[src/rtl/instr_trace_pkg.sv]
package instr_trace_pkg;

  typedef enum logic [2:0] {
    PK_SYNC     = 3'd0,
    PK_OVERFLOW = 3'd1,
    PK_TSTAMP   = 3'd2,
    PK_SWEXT    = 3'd3,
    PK_HWEXT    = 3'd4,
    PK_RESERVED = 3'd5,
    PK_SOFT     = 3'd6,
    PK_HARD     = 3'd7
  } pkt_kind_e;

  // control to datapath strobes
  typedef struct packed {
    logic      loadHdr;
    logic      loadData;
    logic      emit;
    logic [2:0] idx;
    pkt_kind_e kind;
  } ctl_strobe_t;

  // header classification; PK_SYNC here means "alignment byte, no packet"
  function automatic pkt_kind_e classifyHdr(input logic [7:0] b);
    pkt_kind_e k;
    if (b[6:0] == 7'd0)      k = PK_SYNC;
    else if (b == 8'h70)     k = PK_OVERFLOW;
    else begin
      case (b[3:0])
        4'h0:    k = PK_TSTAMP;
        4'h8:    k = PK_SWEXT;
        4'hC:    k = PK_HWEXT;
        4'h4:    k = PK_RESERVED;
        default: k = b[2] ? PK_HARD : PK_SOFT;
      endcase
    end
    return k;
  endfunction

endpackage

[src/rtl/instr_trace_ctrl.sv]
module instr_trace_ctrl
  import instr_trace_pkg::*;
#(
  parameter int SYNC_ZEROS   = 5,
  parameter int TS_MAX_BYTES = 4
) (
  input  logic        clk,
  input  logic        rstN,
  input  logic        byteValid,
  input  logic [7:0]  byteIn,
  input  logic        gapTimeout,
  output ctl_strobe_t strb
);

  localparam int ZC_W  = $clog2(SYNC_ZEROS + 1);
  localparam int IDX_W = 3;

  logic             inPkt, inPktN;
  pkt_kind_e        curKind, curKindN;
  logic [IDX_W-1:0] idx, idxN;
  logic [IDX_W-1:0] lastIdx, lastIdxN;
  logic [ZC_W-1:0]  zeroCnt, zeroCntN;
  logic             syncHit;
  logic             done;
  pkt_kind_e        hk;

  assign syncHit = byteValid && (byteIn == 8'h80) && (zeroCnt == ZC_W'(SYNC_ZEROS));

  always_comb begin
    zeroCntN = zeroCnt;
    if (byteValid) begin
      if (byteIn != 8'h00)                    zeroCntN = '0;
      else if (zeroCnt != ZC_W'(SYNC_ZEROS))  zeroCntN = zeroCnt + 1'b1;
    end
  end

  always_comb begin
    strb     = '0;
    inPktN   = inPkt;
    curKindN = curKind;
    idxN     = idx;
    lastIdxN = lastIdx;
    hk       = classifyHdr(byteIn);
    done     = 1'b0;
    if (byteValid) begin
      if (syncHit) begin
        strb.emit = 1'b1;
        strb.kind = PK_SYNC;
        inPktN    = 1'b0;
      end else if (!inPkt || gapTimeout) begin
        strb.kind = hk;
        idxN      = '0;
        curKindN  = hk;
        case (hk)
          PK_SYNC: inPktN = 1'b0;
          PK_TSTAMP: begin
            strb.loadHdr = 1'b1;
            if (!byteIn[7]) begin
              strb.emit = 1'b1;
              inPktN    = 1'b0;
            end else begin
              inPktN   = 1'b1;
              lastIdxN = IDX_W'(TS_MAX_BYTES - 1);
            end
          end
          PK_SOFT, PK_HARD: begin
            strb.loadHdr = 1'b1;
            inPktN       = 1'b1;
            case (byteIn[1:0])
              2'd1:    lastIdxN = IDX_W'(0);
              2'd2:    lastIdxN = IDX_W'(1);
              2'd3:    lastIdxN = IDX_W'(3);
              default: begin
                strb.emit = 1'b1;
                inPktN    = 1'b0;
              end
            endcase
          end
          default: begin
            strb.loadHdr = 1'b1;
            strb.emit    = 1'b1;
            inPktN       = 1'b0;
          end
        endcase
      end else begin
        strb.loadData = 1'b1;
        strb.idx      = idx;
        strb.kind     = curKind;
        done = ((curKind == PK_TSTAMP) && !byteIn[7]) || (idx == lastIdx);
        if (done) begin
          strb.emit = 1'b1;
          inPktN    = 1'b0;
        end else begin
          idxN = idx + 1'b1;
        end
      end
    end else if (gapTimeout) begin
      inPktN = 1'b0;
    end
  end

  always_ff @(posedge clk) begin
    if (!rstN) begin
      inPkt   <= 1'b0;
      curKind <= PK_SYNC;
      idx     <= '0;
      lastIdx <= '0;
      zeroCnt <= '0;
    end else begin
      inPkt   <= inPktN;
      curKind <= curKindN;
      idx     <= idxN;
      lastIdx <= lastIdxN;
      zeroCnt <= zeroCntN;
    end
  end

endmodule

[src/rtl/instr_trace_dp.sv]
module instr_trace_dp
  import instr_trace_pkg::*;
#(
  parameter int TS_W         = 32,
  parameter int TS_MAX_BYTES = 4
) (
  input  logic            clk,
  input  logic            rstN,
  input  logic [7:0]      byteIn,
  input  ctl_strobe_t     strb,
  output logic            pktValid,
  output logic [2:0]      pktType,
  output logic [4:0]      srcId,
  output logic [31:0]     payload,
  output logic [1:0]      tsCtrl,
  output logic [TS_W-1:0] tsAccum,
  output logic [8:0]      excNum,
  output logic [3:0]      excEvent
);

  localparam int PAY_BYTES = 4;
  localparam int PAY_W     = 8 * PAY_BYTES;
  localparam int TSV_W     = 7 * TS_MAX_BYTES;

  logic [7:3]       hdrReg, hdrNow;
  logic [PAY_W-1:0] asmReg, asmNext;
  logic [TSV_W-1:0] tsReg, tsNext;
  logic [PAY_BYTES-1:0]    laneSel;
  logic [TS_MAX_BYTES-1:0] groupSel;
  logic isSrc, isTs;

  genvar g;
  generate
    for (g = 0; g < PAY_BYTES; g++) begin : g_lane
      assign laneSel[g] = strb.loadData && (strb.idx == 3'(g));
    end
    for (g = 0; g < TS_MAX_BYTES; g++) begin : g_group
      assign groupSel[g] = strb.loadData && (strb.idx == 3'(g));
    end
  endgenerate

  always_comb begin
    hdrNow  = strb.loadHdr ? byteIn[7:3] : hdrReg;
    asmNext = strb.loadHdr ? '0 : asmReg;
    tsNext  = strb.loadHdr ? (byteIn[7] ? '0 : TSV_W'(byteIn[6:4])) : tsReg;
    for (int l = 0; l < PAY_BYTES; l++)
      if (laneSel[l]) asmNext[l*8 +: 8] = byteIn;
    for (int l = 0; l < TS_MAX_BYTES; l++)
      if (groupSel[l]) tsNext[l*7 +: 7] = byteIn[6:0];
  end

  assign isSrc = (strb.kind == PK_SOFT) || (strb.kind == PK_HARD);
  assign isTs  = (strb.kind == PK_TSTAMP);

  always_ff @(posedge clk) begin
    if (!rstN) begin
      hdrReg   <= '0;
      asmReg   <= '0;
      tsReg    <= '0;
      pktValid <= 1'b0;
      pktType  <= 3'd0;
      srcId    <= '0;
      payload  <= '0;
      tsCtrl   <= '0;
      tsAccum  <= '0;
      excNum   <= '0;
      excEvent <= '0;
    end else begin
      hdrReg   <= hdrNow;
      asmReg   <= asmNext;
      tsReg    <= tsNext;
      pktValid <= strb.emit;
      if (strb.emit) begin
        pktType <= strb.kind;
        srcId   <= isSrc ? hdrNow : '0;
        payload <= isTs ? PAY_W'(tsNext) : (isSrc ? asmNext : '0);
        tsCtrl  <= (isTs && hdrNow[7]) ? hdrNow[5:4] : 2'd0;
        if (isTs) tsAccum <= tsAccum + TS_W'(tsNext);
        if ((strb.kind == PK_HARD) && (hdrNow == 5'd1)) begin
          excNum   <= {asmNext[8], asmNext[7:0]};
          excEvent <= asmNext[15:12];
        end else begin
          excNum   <= '0;
          excEvent <= '0;
        end
      end
    end
  end

endmodule

[src/rtl/instr_trace_parser.sv]
module instr_trace_parser
  import instr_trace_pkg::*;
#(
  parameter int TS_W         = 32,
  parameter int SYNC_ZEROS   = 5,
  parameter int TS_MAX_BYTES = 4
) (
  input  logic            clk,
  input  logic            rstN,
  input  logic            byteValid,
  input  logic [7:0]      byteData,
  input  logic            gapTimeout,
  output logic            pktValid,
  output logic [2:0]      pktType,
  output logic [4:0]      srcId,
  output logic [31:0]     payload,
  output logic [1:0]      tsCtrl,
  output logic [TS_W-1:0] tsAccum,
  output logic [8:0]      excNum,
  output logic [3:0]      excEvent
);

  ctl_strobe_t strb;

  instr_trace_ctrl #(.SYNC_ZEROS(SYNC_ZEROS), .TS_MAX_BYTES(TS_MAX_BYTES)) ctrl_i (
    .clk(clk), .rstN(rstN), .byteValid(byteValid), .byteIn(byteData),
    .gapTimeout(gapTimeout), .strb(strb)
  );

  instr_trace_dp #(.TS_W(TS_W), .TS_MAX_BYTES(TS_MAX_BYTES)) dp_i (
    .clk(clk), .rstN(rstN), .byteIn(byteData), .strb(strb),
    .pktValid(pktValid), .pktType(pktType), .srcId(srcId), .payload(payload),
    .tsCtrl(tsCtrl), .tsAccum(tsAccum), .excNum(excNum), .excEvent(excEvent)
  );

endmodule

[config.mk]
export PLATFORM = sky130hd
export DESIGN_NAME = instr_trace_parser
export DESIGN_NICKNAME = d
export VERILOG_FILES = /design/src/rtl/instr_trace_pkg.sv /design/src/rtl/instr_trace_ctrl.sv /design/src/rtl/instr_trace_dp.sv /design/src/rtl/instr_trace_parser.sv
export SDC_FILE = /design/constraint.sdc
export NUM_CORES = 1
export LEC_CHECK = 0
export BUFFER_PORTS_ARGS = -buffer_cell sky130_fd_sc_hd__buf_4
export CAP_MARGIN = 20
export CORE_MARGIN = 2
export CORE_UTILIZATION = 63
export DETAILED_ROUTE_END_ITERATION = 8
export PLACE_DENSITY = 0.87
export SLEW_MARGIN = 10
export SYNTH_ARGS = -nofsm -noshare
export SYNTH_HDL_FRONTEND = slang
export SYNTH_SLANG_ARGS = --single-unit
[constraint.sdc]
create_clock -name clk -period 9.5 [get_ports clk]
set_input_delay 1.9 -clock clk [delete_from_list [all_inputs] [get_ports clk]]
set_output_delay 1.9 -clock clk [all_outputs]
set_load 0.01 [all_outputs]
==> flow_summary.json, run 1 <==
{
  "maxCapViolations": 0,
  "vias": 7170,
  "synth_nets": 951,
  "period_share": 0.642,
  "die_y_um": 116,
  "setup_viol": 0,
  "powerDensity_nw_per_um2": 163,
  "max_slew.worst_pin.slew_ns": 0.883,
  "vias_per_cell": 6.23,
  "post_cts_buffers": 0,
  "multi_input_area_um2": 4330,
  "grt_max_degree": 75,
  "layout_min_cycle_time_ns": 6.10,
  "dp_cells": 1119,
  "cts.sink_count": 165,
  "crit_type": "input port to register",
  "syn_to_final_growth_pct": 17.4,
  "clock_skew_ns": 0.00928,
  "ir_worst_vdd_uv": 152,
  "power_leakage_nw": 4.07,
  "cp-end-kind": "register",
  "seqCellArea_um2": 3300,
  "synth_seq_cells": 165,
  "core-area_um2": 12200,
  "worst_slack_ns": 3.40,
  "syn_avg_cell_area_um2": 8.79,
  "rsz0062_at_grt": "no",
  "slew_headroom": 0.409,
  "grt.overflow.total": 0,
  "die_w_um": 116,
  "dr.pass1.iters": 5,
  "crit_path_start_kind": "input port",
  "grtUsageTotal": 0.315,
  "synth_warnings": 0,
  "wl_um": 20900,
  "required_ns": 9.82,
  "cts_tree": "built",
  "postCtsHoldBufs": 0,
  "synth_top_area_share": 0.417,
  "yosysSeqAreaShare": 0.417,
  "synth.area.top_cells": "dfxtp_1 42%, a22o_1 6.7%, ha_1 5.8%",
  "drt.antenna.violating_nets": 0,
  "clk_path_buf_depth": 2,
  "route.detailed.drc": 0,
  "grt_first_pass_wirelength_um": 33100,
  "synth_ff_type": "dfxtp_1",
  "hold_path.class": "register to register",
  "status": "finished clean",
  "synth_cell_type_count": 73,
  "fin_util": 0.765,
  "rows": 40,
  "port_buffers": 99,
  "cts_inserted_buffers": 17,
  "path_clk_slew_ns": 0.07,
  "cp.arrival_ns": 6.42,
  "tns_ns": 0,
  "synth_area_um2": 7920,
  "hold_ws_ns": 0.439,
  "clockRootBuffer": "clkbuf_16",
  "clock_latency_ns": 0.44,
  "dp_hpwl_um": 14100,
  "netlist_instances": 901,
  "drive_gt1_frac": 0.161,
  "grt_pass1_vias": 6520,
  "synthTopCellsByCount": "165 x dfxtp_1, 118 x nand2_1, 73 x a21oi_1, 61 x a22o_1, 60 x nor2_1",
  "layout.nets": 1020,
  "cts_resized": 0,
  "synth_edf_count": 0,
  "cts_max_level": 4,
  "path_max_fanout": 17,
  "drt_iter0_drc": 833,
  "max_freq_ghz": 0.164,
  "drv_slew": 0,
  "synth_top_cell_by_area": "dfxtp_1",
  "drt-wirelength-per-cell_um": 18.2,
  "die-area_um2": 13500,
  "nFillCells": 884,
  "io_pins": 100,
  "dp_slack_ns": 3.06,
  "layout.cells.non_filler": 1151,
  "synthArstFlopShare": 0,
  "antennaDiodeCount": 0,
  "synthMostInstantiatedCell": "dfxtp_1",
  "antenna_found_initial": 0,
  "initial_utilization": 0.651,
  "hold_violations": 0,
  "place.gp.congestion": 0.924
}
worst paths after layout:
path,start,slack [ns],depth (start not counted),to
worst max-delay path,byteData[4],3.40,17,dp_i.tsAccum[27]$_SDFFE_PN0P_
worst min-delay path,dp_i.payload[6]$_SDFFE_PN0P_,0.44,2,dp_i.payload[6]$_SDFFE_PN0P_
worst max register to register,ctrl_i.zeroCnt[1]$_SDFFE_PN0P_,4.68,18,dp_i.tsAccum[27]$_SDFFE_PN0P_
worst min register to register,dp_i.payload[6]$_SDFFE_PN0P_,0.44,2,dp_i.payload[6]$_SDFFE_PN0P_
power breakdown:
group | switching [mW] | total, mW | internal (mW)
combinational | 0.0662 | 0.0950 | 0.0288
sequential | 0.00602 | 0.707 | 0.701
clock | 0.315 | 0.715 | 0.400
sequential cells by signal (all words and copies together), names as in the netlist:
name / cells
ctrl_i.curKind: 3
ctrl_i.idx: 3
ctrl_i.inPkt: 1
ctrl_i.lastIdx: 2
ctrl_i.zeroCnt: 3
dp_i.asmReg: 32
dp_i.excEvent: 4
dp_i.excNum: 9
dp_i.hdrReg: 5
dp_i.payload: 32
dp_i.pktType: 3
dp_i.pktValid: 1
dp_i.srcId: 5
dp_i.tsAccum: 32
dp_i.tsCtrl: 2
dp_i.tsReg: 28
cell usage in the layout, fill, tap and decap left out, types with 11 or more instances in the layout:
master     count
a21o_1        14
a21oi_1       73
a22o_1        61
a22oi_1       28
and2_1        55
buf_4        106
clkbuf_16     17
dfxtp_1      165
ha_1          37
inv_1         14
nand2_1      118
nand3_1       20
nor2_1        59
o21ai_0       39
xnor2_1       11
xor2_1        14
per-layer routing:
layer | track usage | part of all wire | wire length, um
met1 | 0.408 | 0.42 | 8850
met2 | 0.526 | 0.48 | 9960
met3 | 0.0701 | 0.077 | 1610
met4 | 0.102 | 0.022 | 468
met5 | 0 | 0 | 0
logic make-up after synthesis:
group | after synthesis | synth area share
compound gates | 279 | 0.248
mux | 7 | 0.00884
flops | 165 | 0.417
fa+ha+maj | 38 | 0.0610
buf+inv | 71 | 0.0381
xor+xnor | 25 | 0.0276
simple gates | 316 | 0.200
worst max-delay path: stages:
cell	delay, ns
buf_4	0.18
nor3_2	0.38
nand3_1	0.25
nand2_1	0.33
nor4b_2	0.08
buf_4	0.21
nor2_1	0.64
a22o_1	0.29
ha_1	0.30
a21oi_1	0.16
o21ai_0	0.10
a21o_1	0.19
o2111ai_1	0.27
a21oi_1	0.17
o311ai_2	0.42
a2111oi_0	0.18
a311o_1	0.35
through the flow:
stage                     instance area, um^2  power (mW)
after global routing                     9300        1.56
after global placement                   8690       0.812
after detailed placement                 8690       0.814
after floorplan                          7920       0.783
after CTS                                9300        1.52
final                                    9300        1.52
area by class of cell:
cell class / count / share of cell area
well taps: 168 / 0.0226
multi-input cells: 665 / 0.465
clock inverters: 15 / 0.0200
clock buffers: 17 / 0.0457
flip-flops and latches: 165 / 0.355
repair buffers: 106 / 0.0855
inverters: 15 / 0.00605
Power figures use the tool's default switching activity.
==> run 2: changes to the inputs <==
--- a/config.mk
+++ b/config.mk
@@ -5,12 +5,13 @@
 export SDC_FILE = /design/constraint.sdc
 export NUM_CORES = 1
 export LEC_CHECK = 0
+export ABC_AREA = 1
 export BUFFER_PORTS_ARGS = -buffer_cell sky130_fd_sc_hd__buf_4
 export CAP_MARGIN = 20
 export CORE_MARGIN = 2
-export CORE_UTILIZATION = 63
+export CORE_UTILIZATION = 59
 export DETAILED_ROUTE_END_ITERATION = 8
-export PLACE_DENSITY = 0.87
+export PLACE_DENSITY = 0.81
 export SLEW_MARGIN = 10
 export SYNTH_ARGS = -nofsm -noshare
 export SYNTH_HDL_FRONTEND = slang
==> constraint.sdc (replaced) <==
create_clock -name clk -period 5.7 [get_ports clk]
set_input_delay 1.14 -clock clk [delete_from_list [all_inputs] [get_ports clk]]
set_output_delay 1.14 -clock clk [all_outputs]
set_load 0.01 [all_outputs]
==> run 2 against run 1 <==
  * Non-clock buffer count up 4
  * Critical path depth rose by 5
  * Sequential power is 67% higher
  * Clock power increased by 65%
  * First-iteration DRC count up 30%
  * Combinational power up 120%
  * Global-route usage is 1.4 points higher
  * Count of clock-buffer cells in the layout rose by 1
==> flow_summary.json, run 2 <==
{
  "status": "finished clean",
  "route.detailed.drc": 0,
  "max_freq_ghz": 0.225,
  "tns_ns": 0,
  "path_max_fanout": 17,
  "max_slew.worst_pin.slew_ns": 0.810,
  "vias": 9277,
  "layout_min_cycle_time_ns": 4.44,
  "grt_max_degree": 76,
  "place.gp.congestion": 0.961,
  "post_cts_buffers": 0,
  "clock_skew_ns": 0.0102,
  "clk_path_buf_depth": 2,
  "synth.area.top_cells": "dfxtp_1 36%, nand2_1 23%, inv_1 7.2%",
  "path_clk_slew_ns": 0.07,
  "hold_violations": 0,
  "wl_met2_um": 12000,
  "yosysSeqAreaShare": 0.362,
  "vias_per_cell": 5.36,
  "grt.overflow.total": 0,
  "timing.rr.end": "dp_i.tsAccum[25]$_SDFFE_PN0P_",
  "synthArstFlopShare": 0,
  "synth_warnings": 0,
  "drt.antenna.violating_nets": 0,
  "crit_slowest_cell": "fa_1",
  "layout.nets": 1579,
  "crit_path_frequent_cell": "nand3_1",
  "clock_latency_ns": 0.44,
  "cts_max_level": 4,
  "required_ns": 6.08,
  "r2r_cells": 21,
  "die_y_um": 128,
  "antennaDiodeCount": 0,
  "cp_cell_sequence": "buf_4 > inv_1 > nand2_1 > inv_1 > nand2_1 > nand3_2 > inv_1 > nand3_1 > o211ai_1 > ha_1 > inv_1 > fa_1 > inv_1 > nand3_1 > nand3_1 > nand3_1 > nand2_1 > nand3_1 > nand3_1 > xor2_1 > nor2_1 > nor2_1",
  "period_share": 0.778,
  "cp.arrival_ns": 4.82,
  "crit_type": "input port to register",
  "setup_viol": 0,
  "core-area_um2": 15100,
  "syn_avg_cell_area_um2": 6.30,
  "drt-wirelength-per-cell_um": 15.5,
  "wl_um": 26800,
  "layout_common_cells": "564 x nand2_1, 174 x inv_1, 170 x nor2_1, 165 x dfxtp_1, 109 x buf_4",
  "highest_layer": "met4",
  "io_pins": 100,
  "netlist_instances": 1448,
  "slew_headroom": 0.460,
  "synth_nets": 1498,
  "startpoint": "byteData[6]",
  "cts.sink_count": 165,
  "path_delay_family": "simple AND/OR/NAND/NOR gates",
  "synth_edf_count": 0,
  "cts_tree": "built",
  "layout_commonest_cell": "nand2_1",
  "die-area_um2": 16500,
  "dr.pass1.iters": 5,
  "crit_path_start_kind": "input port",
  "grt_pass1_vias": 8391,
  "drive_gt1_frac": 0.110,
  "die_w_um": 128,
  "powerDensity_nw_per_um2": 244,
  "synth_ff_type": "dfxtp_1",
  "dr_wl_met3_um": 2040,
  "path_buf_inv": 6,
  "critPathMaxStageDelay_ns": 0.40,
  "drt_iter0_drc": 1081,
  "cts_resized": 0,
  "ir_worst_vdd_uv": 226,
  "crit_cells": 22,
  "synth_top_cell_by_area": "dfxtp_1",
  "maxCapViolations": 0,
  "cts_inserted_buffers": 17,
  "top_regs": "dp_i.asmReg x32, dp_i.payload x32, dp_i.tsAccum x32",
  "initial_utilization": 0.602,
  "rows": 45,
  "rsz0062_at_grt": "no",
  "synth_seq_cells": 165,
  "grtUsageTotal": 0.329,
  "dpl-instance-area_um2": 9950,
  "synth_top_area_share": 0.362,
  "synthMostInstantiatedCell": "nand2_1",
  "clockRootBuffer": "clkbuf_16",
  "dp_hpwl_um": 19500,
  "postCtsHoldBufs": 0,
  "crit_end": "dp_i.tsAccum[24]$_SDFFE_PN0P_",
  "cp-end-kind": "register",
  "synth_cell_type_count": 41,
  "drv_slew": 0,
  "r2r_start": "ctrl_i.zeroCnt[0]$_SDFFE_PN0P_",
  "power_leakage_nw": 5.45,
  "r2r_slack_ns": 1.81,
  "synthTopCellsByCount": "564 x nand2_1, 175 x inv_1, 170 x nor2_1, 165 x dfxtp_1, 77 x nand3_1",
  "hold_path.class": "register to register",
  "grt_first_pass_wirelength_um": 42500,
  "wl_met1_um": 12000,
  "port_buffers": 99,
  "antenna_found_initial": 0,
  "syn_to_final_growth_pct": 15.7,
  "synth_area_um2": 9120,
  "final_area_um2": 10500
}
run 2: worst min-delay path by stage:
stage	start	end	cells past startpoint	slack, ns
after detailed placement	dp_i.srcId[4]$_SDFFE_PN0P_	dp_i.srcId[4]$_SDFFE_PN0P_	2	0.44
after floorplan	dp_i.asmReg[28]$_SDFF_PN0_	dp_i.asmReg[28]$_SDFF_PN0_	2	0.44
after CTS	dp_i.srcId[4]$_SDFFE_PN0P_	dp_i.srcId[4]$_SDFFE_PN0P_	2	0.45
final	dp_i.srcId[4]$_SDFFE_PN0P_	dp_i.srcId[4]$_SDFFE_PN0P_	2	0.45
after global placement	dp_i.srcId[0]$_SDFFE_PN0P_	dp_i.srcId[0]$_SDFFE_PN0P_	2	0.43
after global routing	dp_i.srcId[0]$_SDFFE_PN0P_	dp_i.srcId[0]$_SDFFE_PN0P_	2	0.47
run 2: layout make-up:
class	count	area [um^2]
sequential	165	3300
tap	188	235
clock inverter	14	161
multi-input combinational	1057	4890
fill	1362	4600
timing repair buffer	110	846
inverter	178	668
clock buffer	18	439
run 2: routing by layer:
metal | vias to the layer above | GRT usage
li1 | 4629 | -
met2 | 410 | 0.517
met1 | 4172 | 0.457
met4 | 0 | 0.118
met5 | - | 0
met3 | 66 | 0.0576
run 2: cell families (layout without fill, tap and decap cells):
logic type      count (synthesis)  after routing  share of synthesized area
compound gates                136            136                     0.0817
xor+xnor                       21             21                     0.0202
fa+ha+maj                      38             38                     0.0530
buf+inv                       226            320                      0.101
flops                         165            165                      0.362
simple gates                  862            862                      0.382
run 2: power by group:
| part | leakage [nW] | internal (mW) | switching, mW |
|---|---|---|---|
| logic | 3.82 | 0.0601 | 0.146 |
| registers | 1.33 | 1.17 | 0.0126 |
| clock network | 0.299 | 0.637 | 0.547 |
run 2: tightest hold or removal path, cell delays in order, from the launching register on:
cell,delay (ns)
dfxtp_1,0.31
nand2_1,0.06
nand2_1,0.04
run 2: metrics by stage:
stage                     utilization  hold slack, ns  cells  worst slack [ns]  total power, mW
after global routing            0.696           0.470   1730             0.953             2.65
after floorplan                     -           0.443   1448              1.90             1.34
after detailed placement        0.657           0.435   1698             0.942             1.41
after CTS                       0.696           0.450   1730              1.37             2.57
after global placement          0.655           0.432   1697             0.949             1.41
final                           0.696           0.448   1730              1.26             2.57
